===== src/rtl/ogp_pkg.sv =====
package ogp_pkg;

  typedef enum logic [1:0] {
    PS_STAB  = 2'd0,
    PS_RUN   = 2'd1,
    PS_DRAIN = 2'd2,
    PS_DOWN  = 2'd3
  } pwr_state_e;

  typedef struct packed {
    logic want0;
    logic want1;
    logic src0;
    logic pd;
  } pin_dec_t;

endpackage


===== src/rtl/ogp_sync.sv =====
module ogp_sync #(
  parameter int STAGES = 2
) (
  input  logic clk,
  input  logic rst,
  input  logic d,
  output logic q
);
  logic [STAGES-1:0] chain;

  always_ff @(posedge clk) begin
    if (rst) chain <= '0;
    else     chain <= {chain[STAGES-2:0], d};
  end

  assign q = chain[STAGES-1];
endmodule


===== src/rtl/ogp_decode.sv =====
module ogp_decode
  import ogp_pkg::*;
(
  input  logic     pin0,
  input  logic     pin1,
  input  logic     en0,
  input  logic     sel0,
  input  logic     pdn0,
  input  logic     pdn1,
  output pin_dec_t dec
);
  logic pd0, pd1;

  always_comb begin
    dec.want0 = 1'b1;
    dec.src0  = sel0;
    pd0       = 1'b0;
    if (pdn0) begin
      // pin 0 is a power-down input; output 0 runs while awake
      pd0 = pin0;
    end else if (en0) begin
      // pin 0 is an active-high output disable
      dec.want0 = ~pin0;
    end else if (sel0) begin
      // pin 0 steers the source mux
      dec.src0 = pin0;
    end else begin
      // output 0 unused: pin 0 shuts the device down
      dec.want0 = 1'b0;
      dec.src0  = 1'b0;
      pd0       = pin0;
    end
    pd1       = pdn1 & pin1;
    dec.want1 = pdn1 | ~pin1;
    dec.pd    = pd0 | pd1;
  end
endmodule


===== src/rtl/ogp_gate.sv =====
module ogp_gate (
  input  logic clk,
  input  logic rst,
  input  logic want,
  input  logic clk_raw,
  output logic oe
);
  always_ff @(posedge clk) begin
    if (rst)                    oe <= 1'b0;
    else if (want)              oe <= 1'b1;
    else if (oe && !clk_raw)    oe <= 1'b0;
  end
endmodule


===== src/rtl/ogp_seq.sv =====
module ogp_seq
  import ogp_pkg::*;
#(
  parameter int STAB_CYCLES = 8000
) (
  input  logic clk,
  input  logic rst,
  input  logic pd_req,
  input  logic outs_off,
  output logic allow,
  output logic osc_pd,
  output logic prog_blk
);
  localparam int CW = $clog2(STAB_CYCLES + 1);
  localparam logic [CW-1:0] CNT_LAST = CW'(STAB_CYCLES - 1);

  pwr_state_e st_q, st_d;
  logic [CW-1:0] cnt_q, cnt_d;

  always_comb begin
    st_d  = st_q;
    cnt_d = cnt_q;
    unique case (st_q)
      PS_STAB: begin
        if (pd_req)                st_d = PS_DRAIN;
        else if (cnt_q == CNT_LAST) st_d = PS_RUN;
        else                       cnt_d = cnt_q + 1'b1;
      end
      PS_RUN:   if (pd_req)   st_d = PS_DRAIN;
      PS_DRAIN: if (outs_off) st_d = PS_DOWN;
      PS_DOWN: begin
        if (!pd_req) begin
          st_d  = PS_STAB;
          cnt_d = '0;
        end
      end
      default: st_d = PS_STAB;
    endcase
  end

  always_ff @(posedge clk) begin
    if (rst) begin
      st_q     <= PS_STAB;
      cnt_q    <= '0;
      osc_pd   <= 1'b0;
      prog_blk <= 1'b0;
    end else begin
      st_q     <= st_d;
      cnt_q    <= cnt_d;
      osc_pd   <= (st_d == PS_DOWN);
      prog_blk <= (st_d == PS_DOWN);
    end
  end

  assign allow = (st_q == PS_RUN);
endmodule


===== src/rtl/outgate_pwr_ctrl.sv =====
module outgate_pwr_ctrl
  import ogp_pkg::*;
#(
  parameter int STAB_CYCLES = 8000,
  parameter int SYNC_STAGES = 2
) (
  input  logic clk,
  input  logic rst,
  input  logic ctrl0_pin,
  input  logic ctrl1_pin,
  input  logic mode_en0,
  input  logic mode_sel0,
  input  logic mode_pdn0,
  input  logic mode_pdn1,
  input  logic out0_clk_raw,
  input  logic out1_clk_raw,
  output logic out0_oe,
  output logic out1_oe,
  output logic out0_src_sel,
  output logic osc_pd_req,
  output logic prog_block
);
  localparam int NPIN = 2;
  localparam int NOUT = 2;

  logic [NPIN-1:0] pin_raw, pin_s;
  logic [NOUT-1:0] clk_raw, want, oe;
  pin_dec_t        dec;
  logic            allow;

  assign pin_raw = {ctrl1_pin, ctrl0_pin};
  assign clk_raw = {out1_clk_raw, out0_clk_raw};

  for (genvar i = 0; i < NPIN; i++) begin : g_sync
    ogp_sync #(.STAGES(SYNC_STAGES)) u_sync (
      .clk (clk),
      .rst (rst),
      .d   (pin_raw[i]),
      .q   (pin_s[i])
    );
  end

  ogp_decode u_dec (
    .pin0 (pin_s[0]),
    .pin1 (pin_s[1]),
    .en0  (mode_en0),
    .sel0 (mode_sel0),
    .pdn0 (mode_pdn0),
    .pdn1 (mode_pdn1),
    .dec  (dec)
  );

  ogp_seq #(.STAB_CYCLES(STAB_CYCLES)) u_seq (
    .clk      (clk),
    .rst      (rst),
    .pd_req   (dec.pd),
    .outs_off (~|oe),
    .allow    (allow),
    .osc_pd   (osc_pd_req),
    .prog_blk (prog_block)
  );

  assign want = {allow & dec.want1, allow & dec.want0};

  for (genvar j = 0; j < NOUT; j++) begin : g_gate
    ogp_gate u_gate (
      .clk     (clk),
      .rst     (rst),
      .want    (want[j]),
      .clk_raw (clk_raw[j]),
      .oe      (oe[j])
    );
  end

  always_ff @(posedge clk) begin
    if (rst) out0_src_sel <= 1'b0;
    else     out0_src_sel <= dec.src0;
  end

  assign out0_oe = oe[0];
  assign out1_oe = oe[1];
endmodule


===== config.mk =====
export PLATFORM = sky130hd
export DESIGN_NAME = outgate_pwr_ctrl
export DESIGN_NICKNAME = d
export VERILOG_FILES = /design/src/rtl/ogp_pkg.sv /design/src/rtl/ogp_sync.sv /design/src/rtl/ogp_decode.sv /design/src/rtl/ogp_gate.sv /design/src/rtl/ogp_seq.sv /design/src/rtl/outgate_pwr_ctrl.sv
export SDC_FILE = /design/constraint.sdc
export NUM_CORES = 1
export LEC_CHECK = 0
export BUFFER_PORTS_ARGS = -buffer_cell sky130_fd_sc_hd__buf_2
export CORE_AREA = 2 2 46 48
export CTS_CLUSTER_DIAMETER = 40
export DETAILED_ROUTE_END_ITERATION = 6
export DIE_AREA = 0 0 48 50
export PLACE_DENSITY = 0.79
export SETUP_SLACK_MARGIN = 0.1
export SLEW_MARGIN = 25
export SYNTH_ARGS = -nofsm -noshare
export SYNTH_HDL_FRONTEND = slang
export SYNTH_SLANG_ARGS = --single-unit
export TNS_END_PERCENT = 20

===== constraint.sdc =====
create_clock -name clk -period 2.3 [get_ports clk]
set_input_delay 0.23 -clock clk [delete_from_list [all_inputs] [get_ports clk]]
set_output_delay 0.23 -clock clk [all_outputs]
set_load 0.01 [all_outputs]

==> key figures, run 1 <==
Status
  • Outcome: finished clean

Synthesis
  • Synth Area in Compound Gates: 0.1475
  • Synth Area in Simple Gates: 0.2530
  • Xor-xnor portion of the synthesized cell area: 0.1007
  • Mapped Nets: approximately 130
  • Synth cell types: 32
  • Synthesis warning total: 0
  • Post-synth EDFFs: 0
  • Syn Inst Count: between 100 and 150
  • Syn avg cell area: just over 9 µm²
  • Largest family of logic cells by synthesized area: simple AND/OR/NAND/NOR gates
  • FF+latch count, synth: 23
  • Ranking of synthesized cells by area: dfxtp_1, xor2_1, nor2_1
  • Mux share of post-synthesis cell area: 0
  • Fraction of registers with async set/reset: 0
  • Cell taking the most area after synthesis: dfxtp_1
  • Yosys top cell area share: 0.4412
  • Mapped Area: ~0.0010 mm²
  • Synth Area in Adders: 0.01199
  • Post-synthesis sequential area ratio: 0.4412
  • Dominant synthesized flop cell: dfxtp_1

Clock tree
  • Cts repair resizes: 0
  • CTS Sinks: 23
  • Clk buf depth: 2
  • Clk Tree Root Cell: clkbuf_4
  • Worst-path clk slew: about 120 ps
  • Latest clock arrival within the worst-skew pair: 300 ps
  • CTS tree: done
  • H-tree depth: 1
  • Setup bufs post-CTS: 0
  • CTS buffer count: 3
  • Cts hold-fix bufs: 0

Setup path
  • Critical Path End Type: register
  • Crit path capture: u_seq.cnt_q[9]
  • Arrival @ worst endpoint: around 2200 ps
  • Reg-to-Reg End: u_seq.cnt_q[9]
  • CP max FO: 13
  • Startpoint type of the worst setup path: register
  • Worst EP required: between 2000 and 3000 ps
  • FF-to-FF path depth: 6
  • FF-to-FF setup slack: a little over 300 ps
  • Worst Setup SP: u_seq.cnt_q[0]
  • CP Class: register to register
  • FF-to-FF Start: u_seq.cnt_q[0]

GRT
  • Vias in the first global route: between 700 and 800
  • Largest net degree at the start of global routing: 15
  • Grt ovf: 0
  • Initial antenna violation count: 0
  • First-pass GRT wire length: 3.167 mm
  • Gr usage total: 0.1798

STA
  • Headroom to the max-slew limit: 0.6634
  • Final hold slack: 134.1 ps
  • Period utilization: 0.8683
  • Fin crit period: 1997 ps
  • Fmax achieved: 0.5007 GHz
  • Total negative slack: 0 ps
  • Slew Limit Fails: 0
  • RSZ-0062 raised after global routing: false
  • Setup violations, final: 0
  • Clk_skew: 5.465 ps
  • Slew @ Worst Pin: between 500 and 600 ps
  • Final hold vios: 0

Power and ir drop
  • Pwr dens: ~610 mW/mm²
  • Lkg Pwr: ~0.47 nW
  • VDD IR max: approximately 440 µV

Floorplanning
  • Starting Density: 0.5487
  • Die height: approximately 50 µm
  • Die area: ~0.0024 mm²
  • Die W: roughly 48 µm
  • # IOs: 15
  • Core area: 0.001902 mm²
  • Rows: 16

Placement
  • Gp weighted congestion: 0.7845
  • Cell total after placement: 150
  • DP HPWL: 1.337 mm
  • # port buffers: 14

Flow run
  • Max cap viols: 0

Route
  • DR DRC count: 0
  • Vias/cell: approximately 5.3
  • DRT Pass-1 Iters: 2
  • Drt total wl: ~1.8 mm
  • Routed Antenna Nets: 0
  • Initial DRC count: 12
  • Vias: roughly 820
  • WL/cell: around 12 µm

Finish
  • Area Growth Syn to Fin: 10.07%
  • Non-Filler Instances: between 150 and 200
  • Diode count: 0
  • Final core utilization: 0.6039
  • Final #Nets: about 140
  • Fraction of layout cells with a size suffix above 1: 0.1732

Worst hold path
  • Hold WC Path Type: primary input to register
==> where the power goes <==
part	internal, W	switching, W	leakage (nW)	total (W)
logic	0.0000412	0.0000500	0.272	0.0000913
registers	0.000417	0.0000150	0.187	0.000432
clock network	0.0000675	0.000112	0.0150	0.000180
total	0.000526	0.000177	0.475	0.000703
==> sequential cells by signal (all words and copies together) (netlist names) <==
signal / cells
u_seq.cnt_q: 13
g_sync.u_sync.chain: 4
g_gate.u_gate.oe: 2
u_seq.st_q: 2
out0_src_sel: 1
u_seq.osc_pd: 1
==> per-stage QoR <==
stage | worst slack [ps] | power, W | area [µm²]
after floorplan | 761.0 | 0.0005058 | 1044
after global placement | 442.7 | 0.0005294 | 1122
after detailed placement | 346.9 | 0.0005315 | 1122
after CTS | 328.3 | 0.0007165 | 1149
after global routing | 130.4 | 0.0007449 | 1149
final | 302.9 | 0.0007027 | 1149
==> worst max-delay path: stages (launching register included) <==
cell,delay [ps]
dfxtp_1,390
ha_1,190
and2_1,220
nand4_1,430
o2111ai_2,410
xor2_1,190
nor2_1,60
==> final cells by class <==
type	count	area (µm²)
Clock buffer	4	26.28
Fill cell	174	753.2
Inverter	2	7.507
Multi-Input combinational cell	82	535.5
Sequential cell	23	460.4
Tap cell	27	33.78
Timing Repair Buffer	16	85.08
==> Yosys cell counts, types with 2 or more instances <==
master and n:
nand3_1 4, xor2_1 12, and4_1 3, a21oi_1 7, nand4_1 4, nor2_1 14
nor3_1 2, dfxtp_1 23, and2_1 2, nor3b_1 2, o2111ai_1 2, and3_1 5
inv_1 2, buf_2 2, o21ai_0 3, clkbuf_1 3, nand2_1 5, nor2b_1 5
==> logic make-up (layout without fill, tap and decap cells) <==
| logic type | Yosys count | after routing |
|---|---|---|
| buffers and inverters | 9 | 22 |
| XOR/XNOR | 12 | 12 |
| adder cells (fa/ha/maj) | 1 | 1 |
| AND/OR/NAND/NOR | 49 | 49 |
| flip-flops | 23 | 23 |
| AO/OA/AOI/OAI | 20 | 20 |
==> worst min-delay path by stage <==
stage,cells after the start,to,start
2_1_floorplan,1,g_sync[0].u_sync.chain[0],ctrl0_pin
3_3_place_gp,1,g_sync[0].u_sync.chain[1],g_sync[0].u_sync.chain[0]
5_1_grt,2,g_sync[0].u_sync.chain[0],ctrl0_pin
4_1_cts,2,g_sync[0].u_sync.chain[0],ctrl0_pin
6_report,2,g_sync[0].u_sync.chain[0],ctrl0_pin
3_5_place_dp,1,g_sync[1].u_sync.chain[1],g_sync[1].u_sync.chain[0]
==> per-layer routing <==
| layer | part of all wire | up-vias | GRT usage | wire, µm |
|---|---|---|---|---|
| li1 | - | 428 | - | - |
| met1 | 0.49 | 384 | 0.2342 | 884 |
| met2 | 0.48 | 5 | 0.2844 | 873 |
| met3 | 0.018 | 2 | 0.04396 | 33 |
| met4 | 0.0056 | 0 | 0.05405 | 10 |
| met5 | 0 | - | 0 | 0 |
==> placed cells by master (no fill, tap or decap), drive strengths merged, types with 2 or more instances in the layout <==
master and count:
buf 16, dfxtp 23, clkbuf 4, o2111ai 3, xor2 12, and4 3
nand3 4, nor3 2, nor2b 5, nor2 14, nand4 4, and2 2
o21ai 3, a21oi 7, inv 2, nand2 5, nor3b 2, and3 5
(Power assumes the default switching activity.)
==> run 2: changes to the inputs <==
- CAP_MARGIN: default -> 20
- CTS_BUF_LIST: default -> sky130_fd_sc_hd__clkbuf_16
==> key figures, run 2 (synthesis results as in run 1) <==
Clock tree
  • CTS tree: done (unchanged)
  • Clk buf depth: 2 (unchanged)
  • Cts repair resizes: 0 (unchanged)
  • Clk Tree Root Cell: clkbuf_16 (was clkbuf_4)
  • Worst-path clk slew: 60 ps (was 120 ps)
  • Cts hold-fix bufs: 0 (unchanged)
  • CTS Sinks: 23 (unchanged)
  • H-tree depth: 1 (unchanged)
  • Latest clock arrival within the worst-skew pair: 250 ps (was 300 ps)
  • Setup bufs post-CTS: 0 (unchanged)
  • CTS buffer count: 3 (unchanged)

Route
  • WL/cell: 12.80 µm (was 11.69 µm)
  • Drt total wl: 1.971 mm (was 1.801 mm)
  • DRT Pass-1 Iters: 4 (was 2)
  • Initial DRC count: 13 (was 12)
  • Routed Antenna Nets: 0 (unchanged)
  • Vias: 845 (was 819)
  • Vias/cell: 5.487 (was 5.318)
  • DR DRC count: 0 (unchanged)

Floorplanning
  • Starting Density: 0.5487 (unchanged)
  • Rows: 16 (unchanged)
  • Core area: 0.001902 mm² (unchanged)
  • # IOs: 15 (unchanged)
  • Die W: 48 µm (unchanged)
  • Die height: 50 µm (unchanged)
  • Die area: 0.002400 mm² (unchanged)

Finish
  • Fraction of layout cells with a size suffix above 1: 0.1732 (unchanged)
  • Largest register FFs: 13 (unchanged)
  • Area Growth Syn to Fin: 15.11% (was 10.07%)
  • Filler cells: 165 (was 174)
  • Non-Filler Instances: 154 (unchanged)
  • Most frequent cells in the layout: dfxtp_1, nor2_1, buf_2 (unchanged)
  • Reg with most FFs: u_seq.cnt_q (unchanged)
  • Most common cell after layout, fill and taps aside: dfxtp_1 (unchanged)
  • Final #Nets: 139 (unchanged)
  • Largest regs: u_seq.cnt_q x13, g_sync.u_sync.chain x4 (unchanged)
  • Diode count: 0 (unchanged)
  • Final core utilization: 0.6316 (was 0.6039)

Setup path
  • CP max FO: 13 (unchanged)
  • Worst-path cell chain: ha_1 -> and2_1 -> nand4_1 -> o2111ai_2 -> xor2_1 -> nor2_1 (unchanged)
  • Largest delay contributor family on the critical path: simple AND/OR/NAND/NOR gates (unchanged)
  • Arrival @ worst endpoint: 2160 ps (was 2190 ps)
  • Startpoint type of the worst setup path: register (unchanged)
  • Bufs and invs on worst path: 0 (unchanged)
  • Worst EP required: 2440 ps (was 2500 ps)
  • Max incr delay on CP: 450 ps (was 430 ps)
  • CP Class: register to register (unchanged)
  • FF-to-FF path depth: 6 (unchanged)
  • Slowest stage cell, crit path: nand4_1 (unchanged)
  • WP depth: 6 (unchanged)
  • Critical Path End Type: register (unchanged)

Worst hold path
  • Hold Path Depth: 2 (unchanged)
  • Hold WC Path Type: primary input to register (unchanged)

STA
  • Period utilization: 0.8788 (was 0.8683)
  • Slew Limit Fails: 0 (unchanged)
  • RSZ-0062 raised after global routing: false (unchanged)
  • Total negative slack: 0 ps (unchanged)
  • Fin crit period: 2021 ps (was 1997 ps)
  • Headroom to the max-slew limit: 0.6532 (was 0.6634)
  • Fmax achieved: 0.4948 GHz (was 0.5007 GHz)
  • Setup violations, final: 0 (unchanged)
  • Clk_skew: 2.313 ps (was 5.465 ps)
  • Final hold slack: 184.0 ps (was 134.1 ps)
  • Slew @ Worst Pin: 518.7 ps (was 503.4 ps)
  • Fin worst setup slack: 278.9 ps (was 302.9 ps)
  • Final hold vios: 0 (unchanged)

GRT
  • Largest net degree at the start of global routing: 15 (unchanged)
  • First-pass GRT wire length: 3.422 mm (was 3.167 mm)
  • Initial antenna violation count: 0 (unchanged)
  • Vias in the first global route: 811 (was 766)
  • Gr usage total: 0.2015 (was 0.1798)
  • Grt ovf: 0 (unchanged)

Status
  • Outcome: finished clean (unchanged)

Power and ir drop
  • VDD IR max: 542.5 µV (was 441.2 µV)
  • Lkg Pwr: 0.5019 nW (was 0.4746 nW)
  • Pwr dens: 744.0 mW/mm² (was 611.8 mW/mm²)

Placement
  • # port buffers: 14 (unchanged)
  • DP HPWL: 1.337 mm (unchanged)
  • Gp weighted congestion: 0.7845 (unchanged)
  • Dpl ws: 346.9 ps (unchanged)
  • Cell total after placement: 150 (unchanged)

Flow run
  • Max cap viols: 0 (unchanged)
[run 2: cell types whose count changed in the layout (fill, tap and decap cells not counted)]
| cell | before | now |
|---|---|---|
| inv_1 | 2 | 3 |
| clkbuf_16 | 0 | 3 |
| clkbuf_4 | 3 | 0 |
| clkbuf_1 | 1 | 0 |
[run 2: final cells by class]
| cell class | count | area (µm²) | area share |
|---|---|---|---|
| Clock buffer | 3 | 75.07 | 0.06250 |
| Clock inverter | 1 | 3.754 | 0.003125 |
| Sequential cell | 23 | 460.4 | 0.3833 |
| Inverter | 2 | 7.507 | 0.006250 |
| Multi-Input combinational cell | 82 | 535.5 | 0.4458 |
| Tap cell | 27 | 33.78 | 0.02813 |
| Timing Repair Buffer | 16 | 85.08 | 0.07083 |
[run 2: path summary, 6_finish.rpt]
path                              from                        end  slack (ps)
min                          ctrl0_pin  g_sync[0].u_sync.chain[0]         180
max reg2reg             u_seq.cnt_q[0]             u_seq.cnt_q[9]         280
min reg2reg  g_sync[1].u_sync.chain[0]  g_sync[1].u_sync.chain[1]         430
max                     u_seq.cnt_q[0]             u_seq.cnt_q[9]         280
[run 2: power breakdown]
group	internal, W	switching (W)
registers	0.000417	0.0000151
clock network	0.000232	0.000136
logic	0.0000413	0.0000519
total	0.000690	0.000203
[run 2: per-layer routing]
metal	GRT usage	wire, µm	vias to the layer above
met1	0.2365	879	389
met4	0.1171	62	0
met2	0.3178	973	21
met3	0.04762	54	6
li1	-	-	429
met5	0	0	-
[run 2: stage by stage]
stage | area (µm²) | power (W)
after floorplan | 1044 | 0.0005058
after global placement | 1122 | 0.0005294
after detailed placement | 1122 | 0.0005315
after CTS | 1201 | 0.0009024
after global routing | 1201 | 0.0009321
final | 1201 | 0.0008937
==> run 3: changes to the inputs <==
- CORE_AREA: 2 2 46 48 -> 2 2 40 78
- DIE_AREA: 0 0 48 50 -> 0 0 42 80
- GPL_TIMING_DRIVEN: default -> 0
- PLACE_DENSITY: 0.79 -> 0.58
==> key figures, run 3 (synthesis results as in run 1) <==
Status
  • Outcome: finished clean (unchanged)

Finish
  • Register area: 460.4 µm² (unchanged)
  • Final #Nets: 143 (was 139)
  • Most common cell after layout, fill and taps aside: dfxtp_1 (unchanged)
  • Diode count: 0 (unchanged)
  • Fraction of layout cells with a size suffix above 1: 0.1756 (was 0.1732)
  • Post-route cell area: 0.001224 mm² (was 0.001201 mm²)
  • Largest regs: u_seq.cnt_q x13, g_sync.u_sync.chain x4 (unchanged)
  • Largest register FFs: 13 (unchanged)
  • Most frequent cells in the layout: dfxtp_1, buf_2, nor2_1 (was dfxtp_1, nor2_1, buf_2)
  • Final core utilization: 0.4472 (was 0.6316)
  • Multi-input gate area: 535.5 µm² (unchanged)
  • Area Growth Syn to Fin: 17.27% (was 15.11%)
  • Reg with most FFs: u_seq.cnt_q (unchanged)
  • Filler cells: 283 (was 165)

Power and ir drop
  • Pwr dens: 731.4 mW/mm² (was 744.0 mW/mm²)
  • Sequential Power Share: 0.481 (was 0.484)
  • Switch Pwr: 0.0002041 W (was 0.0002033 W)
  • Comb pwr share: 0.108 (was 0.104)
  • Clock share of power: 0.411 (was 0.412)
  • Power Internal: 0.0006910 W (was 0.0006904 W)
  • VDD IR max: 365.0 µV (was 542.5 µV)
  • Pwr Total: 0.0008950 W (was 0.0008937 W)
  • Sw Share: 0.2280 (was 0.2275)
  • Lkg Pwr: 0.5087 nW (was 0.5019 nW)

Floorplanning
  • Die area: 0.003360 mm² (was 0.002400 mm²)
  • Rows: 27 (was 16)
  • Core area: 0.002736 mm² (was 0.001902 mm²)
  • Die height: 80 µm (was 50 µm)
  • # IOs: 15 (unchanged)
  • Die W: 42 µm (was 48 µm)
  • Starting Density: 0.3813 (was 0.5487)

Clock tree
  • Worst-path clk slew: 60 ps (about the same)
  • Cts repair resizes: 0 (unchanged)
  • Clk buf depth: 2 (unchanged)
  • CTS Sinks: 23 (unchanged)
  • Latest clock arrival within the worst-skew pair: 250 ps (about the same)
  • CTS tree: done (unchanged)
  • H-tree depth: 1 (unchanged)
  • Clk Tree Root Cell: clkbuf_16 (unchanged)
  • Cts hold-fix bufs: 0 (unchanged)
  • CTS buffer count: 3 (unchanged)
  • Setup bufs post-CTS: 0 (unchanged)

STA
  • Slew Limit Fails: 0 (unchanged)
  • Headroom to the max-slew limit: 0.6912 (was 0.6532)
  • Final hold vios: 0 (unchanged)
  • RSZ-0062 raised after global routing: false (unchanged)
  • Clk_skew: 2.937 ps (was 2.313 ps)
  • Fmax achieved: 0.5615 GHz (was 0.4948 GHz)
  • Period utilization: 0.7743 (was 0.8788)
  • Final hold slack: 182.3 ps (was 184.0 ps)
  • Total negative slack: 0 ps (unchanged)
  • Slew @ Worst Pin: 463.2 ps (was 518.7 ps)
  • Fin crit period: 1781 ps (was 2021 ps)
  • Setup violations, final: 0 (unchanged)

Route
  • DRT Pass-1 Iters: 4 (unchanged)
  • Routed Antenna Nets: 0 (unchanged)
  • Drt total wl: 2.139 mm (was 1.971 mm)
  • Vias/cell: 5.369 (was 5.487)
  • WL/cell: 13.37 µm (was 12.80 µm)
  • DR DRC count: 0 (unchanged)
  • Vias: 859 (was 845)
  • Initial DRC count: 13 (unchanged)

GRT
  • First-pass GRT wire length: 3.781 mm (was 3.422 mm)
  • Gr usage total: 0.1464 (was 0.2015)
  • Vias in the first global route: 927 (was 811)
  • Largest net degree at the start of global routing: 13 (was 15)
  • Initial antenna violation count: 0 (unchanged)
  • Grt ovf: 0 (unchanged)

Placement
  • DP HPWL: 1.657 mm (was 1.337 mm)
  • Area post-placement: 0.001145 mm² (was 0.001122 mm²)
  • # port buffers: 13 (was 14)
  • Gp weighted congestion: 0.7781 (was 0.7845)

Setup path
  • Critical Path End Type: register (unchanged)
  • Arrival @ worst endpoint: 1910 ps (was 2160 ps)
  • Startpoint type of the worst setup path: register (unchanged)
  • Worst EP required: 2430 ps (was 2440 ps)
  • CP Class: register to register (unchanged)
  • CP max FO: 10 (was 13)

Worst hold path
  • Hold WC Path Type: primary input to register (unchanged)

Flow run
  • Max cap viols: 0 (unchanged)
run 3: final timing paths:
check	startpoint	endpoint	slack, ps	cells past startpoint
setup / recovery	u_seq.cnt_q[0]	u_seq.cnt_q[3]	520	7
hold / removal	ctrl0_pin	g_sync[0].u_sync.chain[0]	180	2
setup reg to reg	u_seq.cnt_q[0]	u_seq.cnt_q[3]	520	7
hold reg to reg	g_sync[1].u_sync.chain[0]	g_sync[1].u_sync.chain[1]	440	1
run 3: power by group through the flow:
stage / registers (W) / clock network (W) / logic (W)
floorplan: 0.000438 / 0 / 0.0000676
global placement: 0.000438 / 0 / 0.0000936
detailed placement: 0.000439 / 0 / 0.0000963
finish: 0.000430 / 0.000368 / 0.0000965
CTS: 0.000431 / 0.000377 / 0.0000971
global route: 0.000434 / 0.000394 / 0.000110
run 3: per-layer routing:
metal  vias up  part of all wire  track usage
met2        12              0.59       0.3047
met5         -                 0            0
li1        431                 -            -
met1       412              0.36       0.1226
met3         4             0.024      0.02036
met4         0             0.021      0.08065
run 3: worst max-delay path, stage by stage, from the launching register on:
cell and delay, ps:
dfxtp_1 360, ha_1 190, and2_1 230, nand4_1 190, buf_2 240, o211ai_1 210
xor2_1 180, nor2_1 50
run 3: stage by stage:
stage / instances / setup slack [ps]
finish: 160 / 519.0
global route: 160 / 365.7
CTS: 160 / 510.2
detailed placement: 156 / 533.7
global placement: 156 / 542.3
floorplan: 114 / 761.0
run 3: cell type report:
type                            count  share of cell area
Multi-Input combinational cell     82              0.4376
Sequential cell                    23              0.3763
Clock buffer                        3             0.06135
Timing Repair Buffer               13             0.05317
Buffer                              7             0.03272
Tap cell                           29             0.02965
Inverter                            2            0.006135
Clock inverter                      1            0.003067
